File: src/rtl/sbm_pkg.sv
package sbm_pkg;
    typedef enum logic [1:0] {
        MODE_IDLE = 2'd0,
        MODE_TX   = 2'd1,
        MODE_RX   = 2'd2
    } sbm_mode_e;
endpackage

File: src/rtl/sbm_phase_timer.sv
module sbm_phase_timer #(
    parameter int PHASE_CYC = 4
) (
    input  logic clk,
    input  logic rst_n,
    input  logic run_i,
    output logic phase_end_o
);
    localparam int LIM = (PHASE_CYC < 1) ? 1 : PHASE_CYC;
    localparam int TW  = (LIM < 2) ? 1 : $clog2(LIM);

    logic [TW-1:0] cnt_d, cnt_q;
    logic          last;

    always_comb begin
        last  = (cnt_q == TW'(LIM - 1));
        cnt_d = cnt_q;
        if (!run_i)
            cnt_d = '0;
        else if (last)
            cnt_d = '0;
        else
            cnt_d = cnt_q + TW'(1);
    end

    always_ff @(posedge clk or negedge rst_n) begin
        if (!rst_n) cnt_q <= '0;
        else        cnt_q <= cnt_d;
    end

    assign phase_end_o = run_i && last;

    // Counter never runs while idle: a phase always starts from zero
    assert_timer_idle_R3: assert property (@(posedge clk) disable iff (!rst_n)
        !run_i |=> (cnt_q == '0));
endmodule

File: src/rtl/sbm_line_drv.sv
module sbm_line_drv (
    input  logic clk,
    input  logic rst_n,
    input  logic load_i,
    input  logic level_i,
    input  logic oe_set_i,
    input  logic oe_clr_i,
    output logic sda_o,
    output logic oe_o
);
    typedef struct packed {
        logic sda;
        logic oe;
    } line_t;

    line_t line_d, line_q;

    always_comb begin
        line_d = line_q;
        // only rewrite the output register when the level really changes
        if (load_i && (level_i != line_q.sda))
            line_d.sda = level_i;
        if (oe_set_i)
            line_d.oe = 1'b1;
        else if (oe_clr_i)
            line_d.oe = 1'b0;
    end

    always_ff @(posedge clk or negedge rst_n) begin
        if (!rst_n) line_q <= '{sda: 1'b1, oe: 1'b0};
        else        line_q <= line_d;
    end

    assign sda_o = line_q.sda;
    assign oe_o  = line_q.oe;

    // Controller never asks to take and release the line at once
    assert_oe_ctl_R2: assert property (@(posedge clk) disable iff (!rst_n)
        !(oe_set_i && oe_clr_i));
endmodule

File: src/rtl/sbm_rx_shift.sv
module sbm_rx_shift #(
    parameter int DATA_W = 64,
    parameter int CNT_W  = 8
) (
    input  logic              clk,
    input  logic              rst_n,
    input  logic              clr_i,
    input  logic              shift_i,
    input  logic              bit_i,
    output logic [DATA_W-1:0] word_o,
    output logic [CNT_W-1:0]  count_o
);
    typedef struct packed {
        logic [DATA_W-1:0] word;
        logic [CNT_W-1:0]  count;
    } acc_t;

    acc_t acc_d, acc_q;

    always_comb begin
        acc_d = acc_q;
        if (clr_i) begin
            acc_d.word  = '0;
            acc_d.count = '0;
        end else if (shift_i) begin
            acc_d.word  = {acc_q.word[DATA_W-2:0], bit_i};
            acc_d.count = acc_q.count + CNT_W'(1);
        end
    end

    always_ff @(posedge clk or negedge rst_n) begin
        if (!rst_n) acc_q <= '0;
        else        acc_q <= acc_d;
    end

    assign word_o  = acc_q.word;
    assign count_o = acc_q.count;

    // New bit lands at the least significant end
    assert_shift_lsb_R6: assert property (@(posedge clk) disable iff (!rst_n)
        (shift_i && !clr_i) |=> (word_o[0] == $past(bit_i)));
    // Count grows by one per received bit
    assert_count_step_R7: assert property (@(posedge clk) disable iff (!rst_n)
        (shift_i && !clr_i) |=> (count_o == $past(count_o) + CNT_W'(1)));
endmodule

File: src/rtl/sbm_engine.sv
module sbm_engine
    import sbm_pkg::*;
#(
    parameter int PHASE_CYC = 4,
    parameter int DATA_W    = 64,
    parameter int CNT_W     = $clog2(DATA_W + 1),
    parameter int RXC_W     = CNT_W + 1
) (
    input  logic              clk,
    input  logic              rst_n,
    input  logic              send_i,
    input  logic              recv_i,
    input  logic [DATA_W-1:0] cmd_i,
    input  logic [CNT_W-1:0]  nbits_i,
    output logic              busy_o,
    output logic              done_o,
    output logic              err_o,
    output logic [DATA_W-1:0] rx_word_o,
    output logic [RXC_W-1:0]  rx_bits_o,
    output logic              sclk_o,
    output logic              sda_o,
    output logic              sda_oe_o,
    input  logic              sda_i
);
    localparam int LW = CNT_W + 1;

    typedef struct packed {
        sbm_mode_e         mode;
        logic              sclk;
        logic              start;
        logic [LW-1:0]     left;
        logic [DATA_W-1:0] tx;
        logic              done;
        logic              err;
    } eng_t;

    eng_t st_d, st_q;

    logic              phase_end;
    logic              ld_load, ld_level, oe_set, oe_clr;
    logic              rx_clr, rx_shift, rx_bit;
    logic [CNT_W-1:0]  n_sat;

    sbm_phase_timer #(.PHASE_CYC(PHASE_CYC)) timer_i (
        .clk         (clk),
        .rst_n       (rst_n),
        .run_i       (st_q.mode != MODE_IDLE),
        .phase_end_o (phase_end)
    );

    sbm_line_drv line_i (
        .clk      (clk),
        .rst_n    (rst_n),
        .load_i   (ld_load),
        .level_i  (ld_level),
        .oe_set_i (oe_set),
        .oe_clr_i (oe_clr),
        .sda_o    (sda_o),
        .oe_o     (sda_oe_o)
    );

    sbm_rx_shift #(.DATA_W(DATA_W), .CNT_W(RXC_W)) rx_i (
        .clk     (clk),
        .rst_n   (rst_n),
        .clr_i   (rx_clr),
        .shift_i (rx_shift),
        .bit_i   (rx_bit),
        .word_o  (rx_word_o),
        .count_o (rx_bits_o)
    );

    always_comb begin
        n_sat    = (nbits_i > CNT_W'(DATA_W)) ? CNT_W'(DATA_W) : nbits_i;
        st_d     = st_q;
        st_d.done = 1'b0;
        st_d.err  = 1'b0;
        ld_load  = 1'b0;
        ld_level = 1'b1;
        oe_set   = 1'b0;
        oe_clr   = 1'b0;
        rx_clr   = 1'b0;
        rx_shift = 1'b0;
        rx_bit   = ~sda_i;

        unique case (st_q.mode)
            MODE_IDLE: begin
                if (send_i) begin
                    if (n_sat == '0) begin
                        st_d.err = 1'b1;
                    end else begin
                        st_d.mode  = MODE_TX;
                        st_d.sclk  = 1'b0;
                        st_d.start = 1'b1;
                        st_d.left  = LW'(n_sat) + LW'(1);
                        st_d.tx    = cmd_i << (DATA_W - int'(n_sat));
                        ld_load    = 1'b1;
                        ld_level   = 1'b0;          // start bit level
                        oe_set     = 1'b1;
                        rx_clr     = 1'b1;
                    end
                end else if (recv_i) begin
                    if (n_sat == '0) begin
                        st_d.done = 1'b1;
                    end else begin
                        st_d.mode = MODE_RX;
                        st_d.sclk = 1'b0;
                        st_d.left = LW'(n_sat);
                        oe_clr    = 1'b1;
                    end
                end
            end
            MODE_TX: begin
                if (phase_end) begin
                    if (!st_q.sclk) begin
                        st_d.sclk = 1'b1;
                    end else if (st_q.left == LW'(1)) begin
                        st_d.mode = MODE_IDLE;
                        st_d.done = 1'b1;
                        oe_clr    = 1'b1;
                    end else begin
                        st_d.left = st_q.left - LW'(1);
                        st_d.sclk = 1'b0;
                        ld_load   = 1'b1;
                        if (st_q.start) begin
                            st_d.start = 1'b0;
                            ld_level   = ~st_q.tx[DATA_W-1];
                        end else begin
                            st_d.tx  = st_q.tx << 1;
                            ld_level = ~st_q.tx[DATA_W-2];
                        end
                    end
                end
            end
            MODE_RX: begin
                if (phase_end) begin
                    if (!st_q.sclk) begin
                        st_d.sclk = 1'b1;
                    end else begin
                        rx_shift = 1'b1;            // end of high phase
                        if (st_q.left == LW'(1)) begin
                            st_d.mode = MODE_IDLE;
                            st_d.done = 1'b1;
                        end else begin
                            st_d.left = st_q.left - LW'(1);
                            st_d.sclk = 1'b0;
                        end
                    end
                end
            end
            default: st_d.mode = MODE_IDLE;
        endcase
    end

    always_ff @(posedge clk or negedge rst_n) begin
        if (!rst_n) begin
            st_q       <= '0;
            st_q.mode  <= MODE_IDLE;
            st_q.sclk  <= 1'b1;
        end else begin
            st_q <= st_d;
        end
    end

    assign busy_o = (st_q.mode != MODE_IDLE);
    assign done_o = st_q.done;
    assign err_o  = st_q.err;
    assign sclk_o = st_q.sclk;

    // Idle leaves the clock high and the line released
    assert_idle_line_R1: assert property (@(posedge clk) disable iff (!rst_n)
        !busy_o |-> (sclk_o && !sda_oe_o));
    // Line data moves only while the clock is low
    assert_sda_low_phase_R3: assert property (@(posedge clk) disable iff (!rst_n)
        !$stable(sda_o) |-> !sclk_o);
    // Completion pulse lasts a single cycle and never overlaps busy
    assert_done_pulse_R4: assert property (@(posedge clk) disable iff (!rst_n)
        done_o |-> (!busy_o && !$past(done_o)));
    // Rejected send never touches the line or the clock
    assert_err_quiet_R5: assert property (@(posedge clk) disable iff (!rst_n)
        err_o |-> (!busy_o && sclk_o && !sda_oe_o && !done_o));
    // Receive never drives the line
    assert_rx_released_R6: assert property (@(posedge clk) disable iff (!rst_n)
        (st_q.mode == MODE_RX) |-> !sda_oe_o);
    // Send keeps the line driven
    assert_tx_driven_R2: assert property (@(posedge clk) disable iff (!rst_n)
        (st_q.mode == MODE_TX) |-> sda_oe_o);
endmodule

File: config.mk
export PLATFORM = sky130hd
export DESIGN_NAME = sbm_engine
export DESIGN_NICKNAME = d
export VERILOG_FILES = /design/src/rtl/sbm_pkg.sv /design/src/rtl/sbm_phase_timer.sv /design/src/rtl/sbm_line_drv.sv /design/src/rtl/sbm_rx_shift.sv /design/src/rtl/sbm_engine.sv
export SDC_FILE = /design/constraint.sdc
export NUM_CORES = 1
export LEC_CHECK = 0
export BUFFER_PORTS_ARGS = -buffer_cell sky130_fd_sc_hd__buf_2
export CORE_MARGIN = 4
export CORE_UTILIZATION = 44
export CTS_BUF_LIST = sky130_fd_sc_hd__clkbuf_8 sky130_fd_sc_hd__clkbuf_16
export DETAILED_ROUTE_END_ITERATION = 10
export PLACE_DENSITY = 0.73
export SLEW_MARGIN = 5
export SYNTH_ARGS = -nofsm -noshare
export SYNTH_HDL_FRONTEND = slang
export SYNTH_SLANG_ARGS = --single-unit
File: constraint.sdc
create_clock -name clk -period 2.9 [get_ports clk]
set_input_delay 0 -clock clk [delete_from_list [all_inputs] [get_ports clk]]
set_output_delay 0 -clock clk [all_outputs]
set_load 0.02 [all_outputs]
== After elaboration in Yosys (flattened, before gate mapping) ==
Index checks and enable logic that the tools add are counted.
Widths: inputs -> output; s select.

* Flip-flop bits (word level): 154
* Bits of input ports: 76
* Output and inout bits: 78
* Word-level logic and storage cells: 112

* $add $sub $neg: 5
* Magnitude comparators: 1
* Equal/unequal tests: 15
* Shift operators: 1
* Muxes and demuxes: 61
* Bitwise operators: 3
* Reduce and logical (&&, ||, !) cells: 14

{| class="wikitable"
|+ Operators by type and width
! kind !! count
|-
| $mux 74 || 2
|-
| $mux 72 || 2
|-
| $mux 64 || 2
|-
| $pmux 64 s2 || 1
|-
| $mux 77 || 1
|-
| $mux 76 || 1
|-
| $shl 64x32->64 || 1
|-
| $mux 8 || 6
|-
| $mux 1 || 29
|-
| $pmux 8 s3 || 1
|-
| $ne 2x2->1 const B || 9
|-
| $mux 3 || 4
|-
| $reduce_and 9->1 || 1
|-
| $add 7x1->8 const B || 1
|-
| $add 8x1->8 const B || 1
|-
| $eq 8x1->1 const B || 1
|-
| $mux 2 || 4
|-
| $pmux 1 s2 || 4
|-
| $reduce_bool 2->1 || 4
|-
| $sub 7x7->8 const A || 1
|-
| $sub 8x1->8 const B || 1
|-
| $gt 7x7->1 const B || 1
|-
| $logic_not 7->1 || 1
|-
| $mux 7 || 1
|-
| 15 further kinds || 20
|}

== Logic depth before layout (Yosys ltp) ==
* Depth in word-level cells: 9
* Mapped depth: 16
* Depth with buffers taken out: 11

== Modules after synthesis ==
A second synthesis with hierarchy kept.

* Cell total of the unflattened synthesis: 1109
* Area, all modules: 11091.9 um^2

{| class="wikitable"
|+ By module, submodules not included
! module !! times used !! cells an instance !! area an instance (um^2) !! sequential area each (um^2)
|-
| sbm_engine || 1 || 855 || 7977.7 || 1953.1
|-
| sbm_rx_shift || 1 || 243 || 2949.1 || 1801.7
|-
| sbm_phase_timer || 1 || 6 || 87.6 || 50.0
|-
| sbm_line_drv || 1 || 5 || 77.6 || 51.3
|}

== Worst setup path after synthesis ==
Ideal clock, no wire load.

* Path kind: input to register
* Start: input nbits_i[0]
* End: register st_q[48] (netlist name)
* Library setup time: 137 ps
* Arrival time: 2915 ps
* Required time: 2763 ps
* Slack: -152 ps
* Stages: 13
* Buffers on the path: 4
* Cells stage by stage: nor2b_1 -> buf_6 -> buf_6 -> buf_6 -> inv_2 -> ha_1 -> xor2_2 -> buf_4 -> mux4_2 -> mux4_2 -> mux2_2 -> a222oi_1 -> a21oi_1

* Word-level cells in the longest chain between the ends: 7
* Elaborated cells between the ends (all ways): 10
* Those cells by class: add/sub (1); order compare (1); eq/ne (1); shift (1); mux (4); reduce/logical (2)

{| class="wikitable"
|+ Ends and longest elaborated chain
! element !! RTL line !! source
|-
| from (decl) || sbm_engine.sv:14 || <nowiki>input logic [CNT_W-1:0] nbits_i,</nowiki>
|-
| $gt 7x7->1 || sbm_engine.sv:73 || <nowiki>n_sat = (nbits_i > CNT_W'(DATA_W)) ? CNT_W'(DATA_W) : nbits_i;</nowiki>
|-
| $mux 7 * || sbm_engine.sv:73 ||
|-
| $sub 7x7->8 || sbm_engine.sv:95 || <nowiki>st_d.tx = cmd_i << (DATA_W - int'(n_sat));</nowiki>
|-
| $shl 64x32->64 || sbm_engine.sv:95 ||
|-
| $mux 76 || sbm_engine.sv:88 || <nowiki>if (n_sat == '0) begin</nowiki>
|-
| $mux 64 || sbm_engine.sv:87 || <nowiki>if (send_i) begin</nowiki>
|-
| $pmux 64 s2 || sbm_engine.sv:85 || <nowiki>unique case (st_q.mode)</nowiki>
|-
| to (signal assigned) || sbm_engine.sv:160 || <nowiki>st_q <= st_d;</nowiki>
|-
| to (decl) || sbm_engine.sv:37 || <nowiki>eng_t st_d, st_q;</nowiki>
|}

Mark *: on every way between the ends. The rest lies on a longest branch, timed or not. The select of a mux whose other input is x is not followed.
A chain may end at the register's enable or synchronous reset.

== Worst setup path in the final report ==
* Start: register st_q[69] (netlist name)
* End: register st_q[65] (netlist name)

* Word-level cells in the longest chain between the ends: 3

{| class="wikitable"
|+ Ends and longest elaborated chain
! element !! RTL line !! source
|-
| $eq 8x1->1 || sbm_engine.sv:116 || <nowiki>end else if (st_q.left == LW'(1)) begin</nowiki>
|-
| $ne 2x2->1 (no line) || -- ||
|-
| $reduce_and 7->1 (no line) || -- ||
|}

No other way between the ends.

==> impl_metrics.tcl <==
set metrics [dict create \
    status "finished clean" \
    pwr-share-comb 0.414 \
    hp-class "primary input to flop" \
    drv_slew 0 \
    drv_cap 0 \
    cts_max_level 4 \
    holdCritStartpoint "nbits_i[5]" \
    finalSetupViolations 0 \
    r2r_cells 5 \
    drive_gt1_frac 0.2638 \
    fill_cells 2241 \
    ys_top_cells_by_area "dfrtp_1, mux4_2, nand2_1" \
    gp_congestion 0.9892 \
    ios 154 \
    peakVddDrop_v 0.0005705 \
    clock_skew_ps 8.960 \
    grt_pass1_wl_um 54050 \
    regArea_mm2 0.003856 \
    grt_max_degree 95 \
    final_common_cell "nand2_1" \
    die_w_um 165.2 \
    start_util 0.4468 \
    clock-sinks 154 \
    clk_path_buf_depth 2 \
    synth_edf_count 0 \
    synth.avg_cell_area_um2 9.078 \
    vias 10620 \
    async_flop_share 1.000 \
    hold_depth 3 \
    fmax_mhz 362.4 \
    grt_pass1_vias 9885 \
    startpoint "st_q[69]" \
    synth_ff_type "dfrtp_1" \
    p_leak_nw 5.605 \
    p_per_area_mw_per_mm2 703.2 \
    p_sw_mw 3.579 \
    drt_iter0_drc 1195 \
    ys_seq_elements 154 \
    ys_seq_area_frac 0.3549 \
    numCtsBuffers 17 \
    syn_inst 1197 \
    cp-start-kind "flop" \
    fin_crit_ps 2760 \
    grt.total_usage 0.2489 \
    hpwl_um 25390 \
    power.internal_mw 5.534 \
    endpoint_kind "flop" \
    vias_per_cell 6.303 \
    area_delta_synth_final_pct 19.26 \
    placed_cells 1649 \
    diodes 0 \
    synth_area_mm2 0.01087 \
    fin_tns_setup_ps 0 \
    rsz0062_at_grt "false" \
    clk_pin_slew_worst_paths_ps 70 \
    core_area_mm2 0.02432 \
    multi_input_area_mm2 0.006573 \
    slew_headroom 0.2094 \
    final_cells 1685 \
    crit_type "flop to flop" \
    num_rows 57 \
    post-cts-setup-buffers 0 \
    worst-path-max-fanout 37 \
    die_h_um 165.2 \
    synth.distinct_cells 68 \
    firstDrtPassIters 6 \
    yosys.area.top_type "dfrtp_1" \
    synth_nets 1283 \
    cp.arrival_ps 3050 \
    wire_per_inst_um 20.38 \
    cp.required_ps 3190 \
    yosysTopAreaCellShare 0.3500 \
    antenna_found_initial 1 \
    hold_slack_ps 54.06 \
    layout_common_cells "nand2_1, dfrtp_1, buf_2" \
    cts_root_buf "clkbuf_16" \
    final_area_mm2 0.01296 \
    report.final.hold_viol_count 0 \
    synth.yosys.warnings 0 \
    clockPowerShare 0.251 \
    placed_cell_area_mm2 0.01232 \
    fin_nets 1434 \
    grt_overflow_total 0 \
    tritoncts "done" \
    ant_nets 0 \
    netSwitchingFraction 0.3927 \
    drc_errors 0 \
    dieArea_mm2 0.02727 \
    routed_wl_um 34340 \
    worstSkewPairLatency_ps 430 \
    tightest_slew_ps 1181 \
    numPortBuffers 153 \
    fin_crit_sh 0.9516 \
    reg2reg_from "st_q[69]" \
    seqPwrFrac 0.335 \
]
-- power groups by stage --
stage	Clock, mW	Combinational (mW)	Sequential, mW
floorplan	0	2.53	2.97
global placement	0	3.64	3.05
detailed placement	0	3.70	3.06
CTS	2.33	3.71	3.03
global route	2.42	4.11	3.10
finish	2.28	3.78	3.05
-- synthesized netlist by cell type, types with 8 or more instances --
cell      number
buf_2         17
dfrtp_1      152
buf_1          8
and3_1        13
nand3_1       20
a31oi_1       17
nand2_1      233
nor3_1        18
a22oi_1       42
ha_1          10
a221oi_1      15
clkbuf_1      59
o22ai_1       34
o21ai_0       37
mux2i_1       35
nor2_1       100
mux4_2        72
a221o_1        9
a21oi_1      142
inv_1         12
a211oi_1      14
-- worst max-delay path, stage by stage (launching register included) --
cell       delay (ps)
dfrtp_1           450
or4_1             560
o311a_2           480
buf_4             290
a2111oi_0         690
o22ai_1           150
-- state kept, by name, indices dropped and copies added, names as in the netlist --
| signal | count |
|---|---|
| done_o | 1 |
| sclk_o | 1 |
| rx_i.count_o | 8 |
| err_o | 1 |
| line_i.sda_o | 1 |
| st_q | 75 |
| line_i.oe_o | 1 |
| timer_i.cnt_q | 2 |
| rx_i.word_o | 64 |
-- path summary, 6_finish.rpt --
path / slack (ps) / endpoint
min reg2reg: 440 / timer_i.cnt_q[0]
min: 50 / err_o
max in group asynchronous: 1770 / rx_i.word_o[26]
min in group asynchronous: 220 / rx_i.word_o[55]
max reg2reg: 140 / st_q[65]
max: 140 / st_q[65]
-- final cells by class --
class,count,area share
well taps,324,0.03128
repair buffers,230,0.1136
multi-input cells,931,0.5071
inverters,14,0.004055
flip-flops and latches,154,0.2975
clock inverters,15,0.01352
clock buffers,17,0.03282
-- logic make-up (layout without fill, tap and decap cells) --
family,after synthesis,count (layout),share of synthesized area
simple gates,423,423,0.1680
compound gates,372,372,0.2191
flops,154,154,0.3549
mux,112,112,0.1866
buf+inv,112,276,0.04790
xor+xnor,14,14,0.01198
fa+ha+maj,10,10,0.01151
-- timing repair --
| item | 4_1_cts | 5_1_grt |
|---|---|---|
| hold buffers | 4 | 0 |
| resized for setup | 0 | 1 |
| endpoints found under the setup margin | 0 | 1 |
| endpoints found under the hold margin | 94 | 0 |
-- per-layer routing --
layer	vias to the layer above	share of wire	track usage
met4	2	0.028	0.08318
met5	-	0.00038	0
met1	5122	0.43	0.3609
met2	622	0.44	0.3703
met3	83	0.11	0.05535
li1	4792	-	-
-- stage by stage --
stage | worst slack (ps) | utilization | total power, mW
finish | 140.3 | 0.5329 | 9.113
global route | 4.834 | 0.5329 | 9.628
CTS | 147.7 | 0.5328 | 9.076
detailed placement | 177.7 | 0.5065 | 6.755
global placement | 188.5 | 0.5065 | 6.697
floorplan | 2.876 | - | 5.493
Power figures use the tool's default switching activity.
